### config.mk
export PLATFORM = sky130hd
export DESIGN_NAME = frame_fetch_dma
export DESIGN_NICKNAME = d
export VERILOG_FILES = /design/src/rtl/ffd_pkg.sv /design/src/rtl/ffd_datapath.sv /design/src/rtl/ffd_control.sv /design/src/rtl/frame_fetch_dma.sv
export SDC_FILE = /design/constraint.sdc
export NUM_CORES = 1
export LEC_CHECK = 0
export ABC_AREA = 1
export BUFFER_PORTS_ARGS = -buffer_cell sky130_fd_sc_hd__buf_2
export CORE_ASPECT_RATIO = 1.5
export CORE_MARGIN = 2
export CORE_UTILIZATION = 50
export DETAILED_ROUTE_END_ITERATION = 10
export GPL_TIMING_DRIVEN = 0
export PLACE_DENSITY = 0.79
export SYNTH_ARGS = -nofsm -noshare
export SYNTH_HDL_FRONTEND = slang
export SYNTH_SLANG_ARGS = --single-unit
### constraint.sdc
create_clock -name clk -period 4.45 [get_ports clk]
set_clock_uncertainty 0.05 [all_clocks]
set_input_delay 0.2225 -clock clk [delete_from_list [all_inputs] [get_ports clk]]
set_output_delay 0.2225 -clock clk [all_outputs]
set_load 0.01 [all_outputs]
### src/rtl/ffd_pkg.sv
package ffd_pkg;
  typedef enum logic [2:0] {
    ST_IDLE, ST_LOAD, ST_REQ, ST_DATA, ST_NEXT, ST_HALT
  } fetchState_t;

  // strobes from control to datapath
  typedef struct packed {
    logic loadBuf;  // capture descriptor
    logic selBuf;   // which descriptor
    logic grant;    // burst accepted
    logic beat;     // one word received
  } fetchStrb_t;

  localparam logic [1:0] LM_PAL_DATA = 2'd0;
  localparam logic [1:0] LM_PAL_ONLY = 2'd1;

  localparam int EV_EOF0   = 8;
  localparam int EV_EOF1   = 9;
  localparam int EV_PALDN  = 6;
  localparam int EV_UNDER  = 5;
  localparam int EV_SYNCLS = 2;
endpackage

### src/rtl/ffd_datapath.sv
module ffd_datapath import ffd_pkg::*; #(
  parameter int ADDR_W  = 32,
  parameter int MAX_LOG = 4
) (
  input  logic              clk,
  input  logic              rstN,
  input  fetchStrb_t        strb,
  input  logic [ADDR_W-1:0] base0,
  input  logic [ADDR_W-1:0] ceil0,
  input  logic [ADDR_W-1:0] base1,
  input  logic [ADDR_W-1:0] ceil1,
  input  logic [2:0]        burstCode,
  output logic [ADDR_W-1:0] curAddr,
  output logic [MAX_LOG:0]  burstLen,
  output logic              lastBeat,
  output logic              endSeen
);
  localparam int LEN_W = MAX_LOG + 1;

  logic [ADDR_W-1:0] curCeil;
  logic [LEN_W-1:0]  beatsLeft;
  logic [ADDR_W:0]   remain;
  logic [ADDR_W:0]   maxLen;
  logic [2:0]        codeClamp;

  always_comb begin
    codeClamp = (int'(burstCode) > MAX_LOG) ? 3'(MAX_LOG) : burstCode;
    maxLen    = (ADDR_W+1)'(1) << codeClamp;
    remain    = {1'b0, curCeil} - {1'b0, curAddr} + (ADDR_W+1)'(1);
    burstLen  = (remain < maxLen) ? remain[LEN_W-1:0] : maxLen[LEN_W-1:0];
  end

  assign lastBeat = (beatsLeft == LEN_W'(1));

  always_ff @(posedge clk or negedge rstN) begin
    if (!rstN) begin
      curAddr   <= '0;
      curCeil   <= '0;
      beatsLeft <= '0;
      endSeen   <= 1'b0;
    end else begin
      if (strb.loadBuf) begin
        curAddr <= strb.selBuf ? base1 : base0;
        curCeil <= strb.selBuf ? ceil1 : ceil0;
        endSeen <= 1'b0;
      end
      if (strb.grant) beatsLeft <= burstLen;
      if (strb.beat) begin
        curAddr   <= curAddr + ADDR_W'(1);
        beatsLeft <= beatsLeft - LEN_W'(1);
        if (curAddr == curCeil) endSeen <= 1'b1;
      end
    end
  end
endmodule

### src/rtl/ffd_control.sv
module ffd_control import ffd_pkg::*; (
  input  logic       clk,
  input  logic       rstN,
  input  logic       runEn,
  input  logic       dualMode,
  input  logic [1:0] loadMode,
  input  logic       memGnt,
  input  logic       rdValid,
  input  logic       lastBeat,
  input  logic       endSeen,
  input  logic       pixPull,
  input  logic       fifoEmpty,
  output fetchStrb_t strb,
  output logic       memReq,
  output logic       fifoPush,
  output logic [9:0] evt
);
  fetchState_t state, stateNx;
  logic curBuf, curBufNx;
  logic palPhase, palPhaseNx;
  logic palOnly;
  logic prevUnder, under;

  assign under = runEn && pixPull && fifoEmpty;

  always_comb begin
    stateNx    = state;
    curBufNx   = curBuf;
    palPhaseNx = palPhase;
    strb       = '0;
    memReq     = 1'b0;
    fifoPush   = 1'b0;
    evt        = '0;
    evt[EV_UNDER]  = under;
    evt[EV_SYNCLS] = under && prevUnder;
    case (state)
      ST_IDLE: if (runEn) begin
        stateNx    = ST_LOAD;
        curBufNx   = 1'b0;
        palPhaseNx = (loadMode == LM_PAL_DATA) || (loadMode == LM_PAL_ONLY);
      end
      ST_LOAD: begin
        strb.loadBuf = runEn;
        strb.selBuf  = palPhase ? 1'b0 : curBuf;
        stateNx      = runEn ? ST_REQ : ST_IDLE;
      end
      ST_REQ: begin
        memReq = 1'b1;
        if (memGnt) begin
          strb.grant = 1'b1;
          stateNx    = ST_DATA;
        end
      end
      ST_DATA: if (rdValid) begin
        strb.beat = 1'b1;
        fifoPush  = 1'b1;
        if (lastBeat) stateNx = ST_NEXT;
      end
      ST_NEXT: begin
        if (endSeen) begin
          if (palPhase) begin
            evt[EV_PALDN] = 1'b1;
            palPhaseNx    = 1'b0;
            curBufNx      = 1'b0;
            stateNx       = palOnly ? ST_HALT : ST_LOAD;
          end else begin
            evt[curBuf ? EV_EOF1 : EV_EOF0] = 1'b1;
            curBufNx = dualMode ? ~curBuf : 1'b0;
            stateNx  = ST_LOAD;
          end
        end else begin
          stateNx = ST_REQ;
        end
        if (!runEn) begin
          stateNx  = ST_IDLE;
          curBufNx = 1'b0;
        end
      end
      ST_HALT: if (!runEn) stateNx = ST_IDLE;
      default: stateNx = ST_IDLE;
    endcase
  end

  always_ff @(posedge clk or negedge rstN) begin
    if (!rstN) begin
      state     <= ST_IDLE;
      curBuf    <= 1'b0;
      palPhase  <= 1'b0;
      palOnly   <= 1'b0;
      prevUnder <= 1'b0;
    end else begin
      state     <= stateNx;
      curBuf    <= curBufNx;
      palPhase  <= palPhaseNx;
      prevUnder <= under;
      if (state == ST_IDLE && runEn) palOnly <= (loadMode == LM_PAL_ONLY);
    end
  end
endmodule

### src/rtl/frame_fetch_dma.sv
module frame_fetch_dma import ffd_pkg::*; #(
  parameter int ADDR_W  = 32,
  parameter int DATA_W  = 32,
  parameter int MAX_LOG = 4
) (
  input  logic              clk,
  input  logic              rstN,
  input  logic              runEn,
  input  logic              dualMode,
  input  logic [2:0]        burstCode,
  input  logic [1:0]        loadMode,
  input  logic [ADDR_W-1:0] base0,
  input  logic [ADDR_W-1:0] ceil0,
  input  logic [ADDR_W-1:0] base1,
  input  logic [ADDR_W-1:0] ceil1,
  output logic              memReq,
  input  logic              memGnt,
  output logic [ADDR_W-1:0] memAddr,
  output logic [MAX_LOG:0]  memLen,
  input  logic              rdValid,
  input  logic [DATA_W-1:0] rdData,
  output logic              fifoPush,
  output logic [DATA_W-1:0] fifoData,
  input  logic              pixPull,
  input  logic              fifoEmpty,
  output logic [9:0]        evt
);
  fetchStrb_t strb;
  logic lastBeat, endSeen;

  ffd_datapath #(.ADDR_W(ADDR_W), .MAX_LOG(MAX_LOG)) u_dp (
    .clk(clk), .rstN(rstN), .strb(strb),
    .base0(base0), .ceil0(ceil0), .base1(base1), .ceil1(ceil1),
    .burstCode(burstCode), .curAddr(memAddr), .burstLen(memLen),
    .lastBeat(lastBeat), .endSeen(endSeen)
  );

  ffd_control u_ctl (
    .clk(clk), .rstN(rstN), .runEn(runEn), .dualMode(dualMode),
    .loadMode(loadMode), .memGnt(memGnt), .rdValid(rdValid),
    .lastBeat(lastBeat), .endSeen(endSeen), .pixPull(pixPull),
    .fifoEmpty(fifoEmpty), .strb(strb), .memReq(memReq),
    .fifoPush(fifoPush), .evt(evt)
  );

  assign fifoData = rdData;
endmodule

==> flow_summary.yaml <==
routing:
  finalWirelength_mm: 30.3
  drtPass1Iterations: 6
  num_vias: 9790
  drt_iter0_markers: 685
  wire_per_inst_microns: 16.8
  ant_nets: 0
  drc_errors: 0
  vias_per_cell: 5.44
clock_tree:
  htreeDepth: 3
  clock-root-buffer: "clkbuf_16"
  cts_tree: "built"
  clkTransAtPathRegs_ns: 0.06
  cts_sinks: 77
  cts_buffers: 9
  clock_path_buffers: 2
  clk_latency_ns: 0.35
timing:
  maxSlewViolCount: 0
  period_minus_slack_ns: 4.33
  min_period_over_period: 0.972
  hold_ws_ns: 0.0608
  fmax_ghz: 0.231
  finalHoldViolCount: 0
  finalSetupViolations: 0
  worst_slew_pin_slew_ns: 0.750
  setup_slack_ns: 0.124
  relSlewSlack: 0.500
grt:
  grt_pass1_vias: 9380
  grtUsageTotal: 0.342
  grt_pass1_wl_mm: 46.4
  antenna_found_initial: 0
  grt_max_degree: 62
  overflow: 0
synthesis:
  ys_ff_latch: 77
  synth_edf_count: 0
  synthFlopType: "dfrtp_1"
  avgSynthCellArea_sq_um: 6.22
  synth_cell_types: 52
  ys_top_cells_by_area: "dfrtp_1 23%, nand2_1 17%, ha_1 11%, inv_1 8.5%, o21ai_0 7.1%"
  synth_area_sq_mm: 0.00835
  async_flop_share: 1.00
  syn_inst: 1343
  synth_top_area_frac: 0.231
  synth_commonest_cells: "370 x nand2_1, 190 x inv_1, 154 x nor2_1"
  yosys_warnings: 0
  yosys.area.top_type: "dfrtp_1"
  yosysMostFrequentCell: "nand2_1"
  ys_seq_area_frac: 0.231
layout:
  fin_nets: 1835
  design_area_sq_mm: 0.0104
  diodes: 0
  drive_gt1_frac: 0.231
  synthToLayoutAreaGrowth_pct: 24.3
die:
  die_x_microns: 110
  top_level_ports: 254
  start_util: 0.513
  fp-row-count: 57
  coreArea_sq_mm: 0.0163
  die_h_microns: 162
  die-area_sq_mm: 0.0178
run:
  drv_cap: 0
placed_design:
  gp_congestion: 0.966
  post_dp_cell_area_sq_mm: 0.00974
  hpwl_mm: 24.8
  pre_cts_ws_ns: -0.113
  io_buffers: 216
power_and_ir_drop:
  p_per_area_mw_per_mm2: 851
  p_total_mw: 8.83
  irDropWorstVdd_mv: 0.384
  power_leakage_nw: 5.69
critical_path:
  cp_data_required_time_ns: 4.18
  start_kind: "flop"
  critPathKind: "reg -> out"
  path_max_fanout: 6
  end_kind: "output port"
  worstPathArrival_ns: 4.05
  reg2reg_depth: 24
outcome:
  status: "complete, no violations"
worst_hold_path:
  min_path_type: "in -> reg"
  min_path_cells: 3
## cells by family after synthesis
family | share of synthesized area
DFF | 0.231
and+or+nand+nor | 0.364
AOI/OAI and AO/OA | 0.142
other | 0.000899
adders and majority gates | 0.112
buffers and inverters | 0.138
muxes | 0.00240
xor gates and xnor gates | 0.00944
## routing by layer
metal / share of wire / global-route usage
met5: 0 / 0
met4: 0.060 / 0.190
met3: 0.069 / 0.0445
met2: 0.52 / 0.628
met1: 0.35 / 0.368
## metrics by stage
| stage | util | TNS, ns | instances |
|---|---|---|---|
| after floorplan | - | 0 | 1349 |
| after global routing | 0.638 | -0.0141 | 1798 |
| final | 0.638 | 0 | 1798 |
| after detailed placement | 0.599 | -0.381 | 1772 |
| after global placement | 0.597 | -0.131 | 1771 |
| after CTS | 0.628 | 0 | 1792 |
## repair_timing
action                                  4_1_cts  5_1_grt
resized for setup                            15       25
pin swaps                                     6       18
setup buffers                                 4        7
cloned                                        0        0
endpoints found under the setup margin        5        5
hold buffers                                  1        0
endpoints found under the hold margin        16        0
## worst max-delay path, cell delays in order, from the launching register on
cell     delay [ns]
dfrtp_1        0.39
inv_4          0.11
ha_4           0.21
inv_1          0.06
ha_2           0.18
inv_1          0.06
fa_2           0.44
xnor2_4        0.27
ha_4           0.25
nand2_2        0.06
inv_1          0.05
a21oi_2        0.12
nand2_2        0.12
a21oi_2        0.15
nand2_1        0.07
nor2_2         0.15
nand3_1        0.10
nor2_2         0.17
nand2_2        0.11
nor2_8         0.15
nand3_4        0.12
nand2_1        0.10
and2_1         0.13
buf_2          0.12
## power breakdown
part	internal (mW)	total (mW)	switching [mW]
clock	0.618	0.917	0.300
combinational	2.37	6.55	4.18
sequential	1.03	1.36	0.335
## cell type report
cell class / instances / area, sq um
Timing Repair Buffer: 228 / 1210
Fill cell: 1578 / 5880
Multi-Input combinational cell: 1003 / 5460
Clock buffer: 11 / 243
Buffer: 68 / 402
Inverter: 201 / 757
Sequential cell: 77 / 1930
Tap cell: 206 / 258
Clock inverter: 4 / 120
## final timing paths
kind | start | end | slack [ns]
max in group asynchronous | rstN | u_dp.curAddr[2]$_DFFE_PN0P_ | 3.49
min in group asynchronous | rstN | u_dp.curAddr[0]$_DFFE_PN0P_ | 0.25
worst min register to register | u_dp.curCeil[23]$_DFFE_PN0P_ | u_dp.curCeil[23]$_DFFE_PN0P_ | 0.44
worst min-delay path | loadMode[0] | u_ctl.palOnly$_DFFE_PN0P_ | 0.06
worst max register to register | u_dp.curCeil[1]$_DFFE_PN0P_ | u_dp.beatsLeft[1]$_DFFE_PN0P_ | 0.60
worst max-delay path | u_dp.curCeil[1]$_DFFE_PN0P_ | memLen[3] | 0.12
## placed cells by master, fill, tap and decap left out, types with 4 or more instances in the layout
master and instances:
a221oi_1 4, bufinv_16 4, nand4_1 19, o22ai_1 4, a21oi_1 41, dfrtp_1 74
a31oi_1 11, inv_1 187, nand3_1 64, buf_4 49, a311oi_1 6, o21ai_0 119
nor3_1 22, ha_4 6, nand2_2 23, ha_1 64, nor2_2 11, a21oi_2 5
clkbuf_1 28, conb_1 8, nor2_1 153, clkbuf_16 9, nor4_1 5, buf_2 216
nand3b_1 8, xor2_1 5, and2_1 8, nand2_1 363, nor3_2 5, inv_2 12
## sequential cells by signal, indices dropped and copies added (netlist names)
name	count
u_dp.curAddr	32
u_dp.curCeil	32
u_dp.beatsLeft	5
u_ctl.state	3
u_ctl.curBuf	1
u_ctl.palOnly	1
u_ctl.palPhase	1
u_ctl.prevUnder	1
u_dp.endSeen	1
(Power assumes the default switching activity.)
